--- src/rtl/iqf_pkg.sv ---
package iqf_pkg;

    typedef enum logic [1:0] {
        WM_FULL    = 2'b00,
        WM_HALF    = 2'b01,
        WM_QUARTER = 2'b10,
        WM_ALIAS   = 2'b11
    } width_mode_e;

endpackage

--- src/rtl/iqf_mode_decode.sv ---
module iqf_mode_decode
    import iqf_pkg::*;
(
    input  logic [1:0]  width_code,
    input  logic        cont_req,
    output width_mode_e mode_eff,
    output logic [1:0]  last_beat,
    output logic        cont_eff,
    output logic        cfg_err
);

    always_comb begin
        unique case (width_code)
            2'b01:   begin mode_eff = WM_HALF;    last_beat = 2'd1; end
            2'b10:   begin mode_eff = WM_QUARTER; last_beat = 2'd3; end
            default: begin mode_eff = WM_FULL;    last_beat = 2'd0; end
        endcase
        cont_eff = cont_req && (mode_eff == WM_FULL);
        cfg_err  = cont_req && (mode_eff != WM_FULL);
    end

endmodule

--- src/rtl/iqf_strobe_sync.sv ---
module iqf_strobe_sync (
    input  logic clk,
    input  logic rst_n,
    input  logic strobe,
    output logic rise
);

    logic strobe_d, strobe_q;

    always_comb begin
        strobe_d = strobe;
        rise     = strobe && !strobe_q;
    end

    always_ff @(posedge clk) begin
        if (!rst_n) strobe_q <= 1'b0;
        else        strobe_q <= strobe_d;
    end

endmodule

--- src/rtl/iqf_word_packer.sv ---
module iqf_word_packer
    import iqf_pkg::*;
#(
    parameter int DATA_W = 12
) (
    input  logic              clk,
    input  logic              rst_n,
    input  width_mode_e       mode,
    input  logic [1:0]        last_beat,
    input  logic              beat_valid,
    input  logic              restart,
    input  logic              flush,
    input  logic [DATA_W-1:0] bus,
    output logic              word_done,
    output logic [DATA_W-1:0] word
);

    localparam int HALF_W = DATA_W / 2;
    localparam int QTR_W  = DATA_W / 4;

    typedef struct packed {
        logic [1:0]        cnt;
        logic [DATA_W-1:0] acc;
    } pack_t;

    pack_t st_d, st_q;
    logic [1:0]        cnt_eff;
    logic [DATA_W-1:0] shifted;

    always_comb begin
        st_d    = st_q;
        cnt_eff = restart ? 2'd0 : st_q.cnt;
        unique case (mode)
            WM_HALF:    shifted = {st_q.acc[DATA_W-HALF_W-1:0], bus[DATA_W-1 -: HALF_W]};
            WM_QUARTER: shifted = {st_q.acc[DATA_W-QTR_W-1:0],  bus[DATA_W-1 -: QTR_W]};
            default:    shifted = bus;
        endcase
        word      = shifted;
        word_done = beat_valid && (cnt_eff >= last_beat);
        if (flush) begin
            st_d.cnt = 2'd0;
        end else if (beat_valid) begin
            st_d.acc = shifted;
            st_d.cnt = word_done ? 2'd0 : cnt_eff + 2'd1;
        end
    end

    always_ff @(posedge clk) begin
        if (!rst_n) st_q <= '0;
        else        st_q <= st_d;
    end

endmodule

--- src/rtl/iq_input_formatter.sv ---
module iq_input_formatter
    import iqf_pkg::*;
#(
    parameter int DATA_W = 12
) (
    input  logic              clk,
    input  logic              rst_n,
    input  logic [1:0]        cfg_width,
    input  logic              cfg_continuous,
    input  logic [DATA_W-1:0] bus_data,
    input  logic              strobe,
    output logic              pair_valid,
    output logic [DATA_W-1:0] pair_i,
    output logic [DATA_W-1:0] pair_q,
    output logic              cfg_error
);

    typedef struct packed {
        logic              have_i;
        logic [DATA_W-1:0] i_hold;
        logic              valid;
        logic [DATA_W-1:0] out_i;
        logic [DATA_W-1:0] out_q;
    } pair_t;

    width_mode_e       mode_eff;
    logic [1:0]        last_beat;
    logic              cont_eff;
    logic              rise;
    logic              word_done;
    logic [DATA_W-1:0] word;
    logic              have_i_eff;
    pair_t             st_d, st_q;

    iqf_mode_decode u_mode (
        .width_code (cfg_width),
        .cont_req   (cfg_continuous),
        .mode_eff   (mode_eff),
        .last_beat  (last_beat),
        .cont_eff   (cont_eff),
        .cfg_err    (cfg_error)
    );

    iqf_strobe_sync u_sync (
        .clk    (clk),
        .rst_n  (rst_n),
        .strobe (strobe),
        .rise   (rise)
    );

    iqf_word_packer #(.DATA_W(DATA_W)) u_pack (
        .clk        (clk),
        .rst_n      (rst_n),
        .mode       (mode_eff),
        .last_beat  (last_beat),
        .beat_valid (strobe && !cont_eff),
        .restart    (rise),
        .flush      (!strobe || cont_eff),
        .bus        (bus_data),
        .word_done  (word_done),
        .word       (word)
    );

    always_comb begin
        st_d       = st_q;
        st_d.valid = 1'b0;
        have_i_eff = rise ? 1'b0 : st_q.have_i;
        if (!cont_eff) begin
            if (!strobe) begin
                st_d.have_i = 1'b0;
            end else if (word_done) begin
                if (!have_i_eff) begin
                    st_d.i_hold = word;
                    st_d.have_i = 1'b1;
                end else begin
                    st_d.out_i  = st_q.i_hold;
                    st_d.out_q  = word;
                    st_d.valid  = 1'b1;
                    st_d.have_i = 1'b0;
                end
            end else begin
                st_d.have_i = have_i_eff;
            end
        end else begin
            if (strobe) begin
                st_d.i_hold = bus_data;
                st_d.have_i = 1'b1;
            end else if (st_q.have_i) begin
                st_d.out_i  = st_q.i_hold;
                st_d.out_q  = bus_data;
                st_d.valid  = 1'b1;
                st_d.have_i = 1'b0;
            end
        end
    end

    always_ff @(posedge clk) begin
        if (!rst_n) st_q <= '0;
        else        st_q <= st_d;
    end

    assign pair_valid = st_q.valid;
    assign pair_i     = st_q.out_i;
    assign pair_q     = st_q.out_q;


    no_back_to_back_chk: assert property (@(posedge clk) disable iff (!rst_n)
        pair_valid |=> !pair_valid);


    hold_between_pairs_chk: assert property (@(posedge clk) disable iff (!rst_n)
        !pair_valid |-> ($stable(pair_i) && $stable(pair_q)));


    burst_needs_strobe_chk: assert property (@(posedge clk) disable iff (!rst_n)
        (pair_valid && !$past(cont_eff)) |-> $past(strobe));


    cont_pair_on_q_chk: assert property (@(posedge clk) disable iff (!rst_n)
        (pair_valid && $past(cont_eff)) |-> !$past(strobe));

endmodule

--- config.mk ---
export PLATFORM = sky130hd
export DESIGN_NAME = iq_input_formatter
export DESIGN_NICKNAME = d
export VERILOG_FILES = /design/src/rtl/iqf_pkg.sv /design/src/rtl/iqf_mode_decode.sv /design/src/rtl/iqf_strobe_sync.sv /design/src/rtl/iqf_word_packer.sv /design/src/rtl/iq_input_formatter.sv
export SDC_FILE = /design/constraint.sdc
export NUM_CORES = 1
export LEC_CHECK = 0
export BUFFER_PORTS_ARGS = -buffer_cell sky130_fd_sc_hd__clkbuf_2
export CAP_MARGIN = 20
export CORE_ASPECT_RATIO = 2
export CORE_UTILIZATION = 25
export DETAILED_ROUTE_END_ITERATION = 7
export PLACE_DENSITY = 0.43
export SLEW_MARGIN = 20
export SYNTH_ARGS = -nofsm -noshare
export SYNTH_HDL_FRONTEND = slang
export SYNTH_SLANG_ARGS = --single-unit
export TNS_END_PERCENT = 10
--- constraint.sdc ---
create_clock -name clk -period 5.1 [get_ports clk]
set_input_delay 0.765 -clock clk [delete_from_list [all_inputs] [get_ports clk]]
set_output_delay 0.765 -clock clk [all_outputs]
set_load 0.005 [all_outputs]
==> out/results.txt <==
Worst slack at placement -> 1.69 ns
Post-synth top area cell -> dfxtp_1
Final Non-Filler Cells -> 454
Depth of the CTS H-tree -> 2
Top layer in use -> met4
Remaining global-route overflow -> 0
Crit path max fanout -> 33
Critical Path End Type -> flop
Fin. Hold Viols -> 0
Final HPWL DP -> 5710 um
Switching power -> 256 uW
Met3 wire len -> 189 um
P_leak -> 1.23 nW
Crit share post-route -> 60.2%
Final Setup Violations -> 0
# rows -> 52
Part of the power in the clock network -> 39.0%
Peak VDD IR -> 128 uV
Clock sinks -> 50
Die area -> 11100 sq um
Sequential Power Share -> 45.9%
Post-DR vias/cell -> 4.91
Vias in the first global route -> 2204
# diodes -> 0
FMAX -> 326 MHz
DIE WIDTH -> 74.8 um
Worst slew margin -> 31.0%
Crit path arrival time -> 3.21 ns
Min Tclk post-route -> 3.07 ns
Starting density of the core -> 26.0%
Netlist cell types -> 33
Post-cts resize count -> 0
Drt drc -> 0
Hold Buf Count CTS -> 0
Core Box Area -> 10200 sq um
Drt pass-1 iters -> 4
Largest cells by area after synthesis -> dfxtp_1, mux2i_1, buf_4
Register area share after synthesis -> 37.7%
Dpl cells -> 446
Worst EP required -> 5.24 ns
CTS tree -> done
Hold Crit Class -> flop to flop
Mean Syn Cell Area -> 8.45 sq um
TritonCTS buffer count -> 5
Total negative slack -> 0 ns
First-pass GRT wire length -> 11700 um
Routed WL per cell -> 16.4 um
Status -> completed
Syn-to-layout area delta -> 10.0%
Met2 Wirelength -> 4160 um
Layout cells sized above 1 -> 17.9%
Fin Clk Skew -> 0.0107 ns
Worst skew pair latency -> 0.30 ns
MaxCap Viol Count -> 0
Synth Flop Type -> dfxtp_1
Initial drt markers -> 81
DRT antenna net count -> 0
Final wirelength -> 7460 um
Share of the synthesized area in the top cell type -> 37.7%
Worst-case clock buffer depth -> 2
Syn Nets -> 337
Register bit total from synthesis -> 50
Met1 wire length -> 2820 um
Hold WS -> 0.459 ns
Slew @ Worst Pin -> 1.03 ns
Via count -> 2229
Total GRT Usage -> 14.4%
Layout Nets -> 341
Post-CTS Setup Inserts -> 0
Post-Syn Area -> 2650 sq um
Root buffer cell -> clkbuf_16
Final worst slack -> 2.03 ns
Largest net degree at the start of global routing -> 40
# IOs -> 44
Combinational share of power -> 15.1%
Antenna violations before repair -> 0
Internal Power -> 672 uW
Yosys warns -> 0
Sw Ratio -> 27.6%
Clock-pin slew on the worst setup and hold paths -> 0.07 ns
PD cells -> 318 nW/um^2
Crit Path Class -> input port to flop
RSZ-0062 raised after global routing -> no
DIE HEIGHT -> 148 um
Type of origin of the critical path -> input port
EDFF count, synth -> 0
Cells after Synth -> 314
Routability cong. -> 0.833
IO Port Bufs -> 43
Final Max Tran Viols -> 0
Share of flip-flops with an asynchronous set or reset -> 0%
[stage by stage]
step	instance area, sq um	total power, mW	utilization, %
2_1_floorplan	2650	0.534	-
3_3_place_gp	2760	0.575	27.0
3_5_place_dp	2760	0.576	27.0
4_1_cts	2920	0.943	28.6
5_1_grt	2920	0.975	28.6
6_report	2920	0.928	28.6
[critical path, cell delays in order]
cell and delay [ns]:
clkbuf_2 0.09, inv_1 0.04, ha_1 0.27, buf_4 0.28
inv_1 0.08, ha_1 0.27, nand2b_1 0.10, a21oi_1 0.07
buf_4 0.20, o211ai_1 0.84, o221ai_1 0.20
[cell families (layout without fill, tap and decap cells)]
kind of cell,count (synthesis),after routing,share of synthesized area (%)
AO/OA/AOI/OAI,82,82,22.9
AND/OR/NAND/NOR,81,81,13.7
buffers and inverters,73,78,14.7
flip-flops,50,50,37.7
multiplexers,22,22,8.30
adder cells (fa/ha/maj),5,5,2.36
XOR/XNOR,1,1,0.330
[area by class of cell]
type	count	area, sq um
clock buffer	7	153
clock inverter	1	8.76
fill	1132	7300
multi-input combinational	191	1260
tap	135	169
timing repair buffer	45	230
sequential	50	1000
inverter	25	93.8
[cell usage in the layout (no fill, tap or decap), drive strengths merged, types with 2 or more instances in the layout]
master and count:
inv 25, and4 2, clkbuf 50, and2 4
o32ai 12, buf 2, nand2b 4, a22oi 12
dfxtp 50, a31oi 12, o21a 4, nand2 52
nand4b 2, o221ai 11, mux2i 22, o21ai 14
ha 5, o2111ai 11, nor2 13, a21oi 2
[power groups by stage]
stage | logic (mW) | registers (mW) | clock network (mW)
after floorplan | 0.103 | 0.431 | 0
after global placement | 0.140 | 0.434 | 0
after detailed placement | 0.141 | 0.435 | 0
after CTS | 0.141 | 0.426 | 0.376
after global routing | 0.156 | 0.429 | 0.390
final | 0.141 | 0.426 | 0.362
[worst paths after layout]
path	from	endpoint	slack, ns	cells past startpoint
min reg2reg	pair_i[8]	pair_i[8]	0.46	2
min	pair_i[8]	pair_i[8]	0.46	2
max	cfg_width[0]	pair_q[10]	2.03	11
max reg2reg	u_sync.strobe_q	pair_q[10]	2.66	8
[layer usage]
layer | track usage (%) | vias to the layer above
li1 | - | 1103
met1 | 14.9 | 1054
met4 | 8.30 | 0
met3 | 2.18 | 17
met5 | 0 | -
met2 | 26.0 | 55
[registers in the layout, indices dropped and copies added, names as in the netlist]
| signal | count |
|---|---|
| u_pack.st_q | 11 |
| pair_valid | 1 |
| pair_q | 12 |
| st_q | 13 |
| u_sync.strobe_q | 1 |
| pair_i | 12 |
[Yosys cell counts, drive strengths merged, types with 4 or more instances]
master	instances
and2	4
buf	35
o21a	4
o32ai	12
dfxtp	50
nand2b	4
o2111ai	11
a22oi	12
a31oi	12
ha	5
inv	25
nand2	52
o21ai	14
clkbuf	13
nor2	13
o221ai	11
mux2i	22
Note: power is estimated with default switching activity, not from simulation.
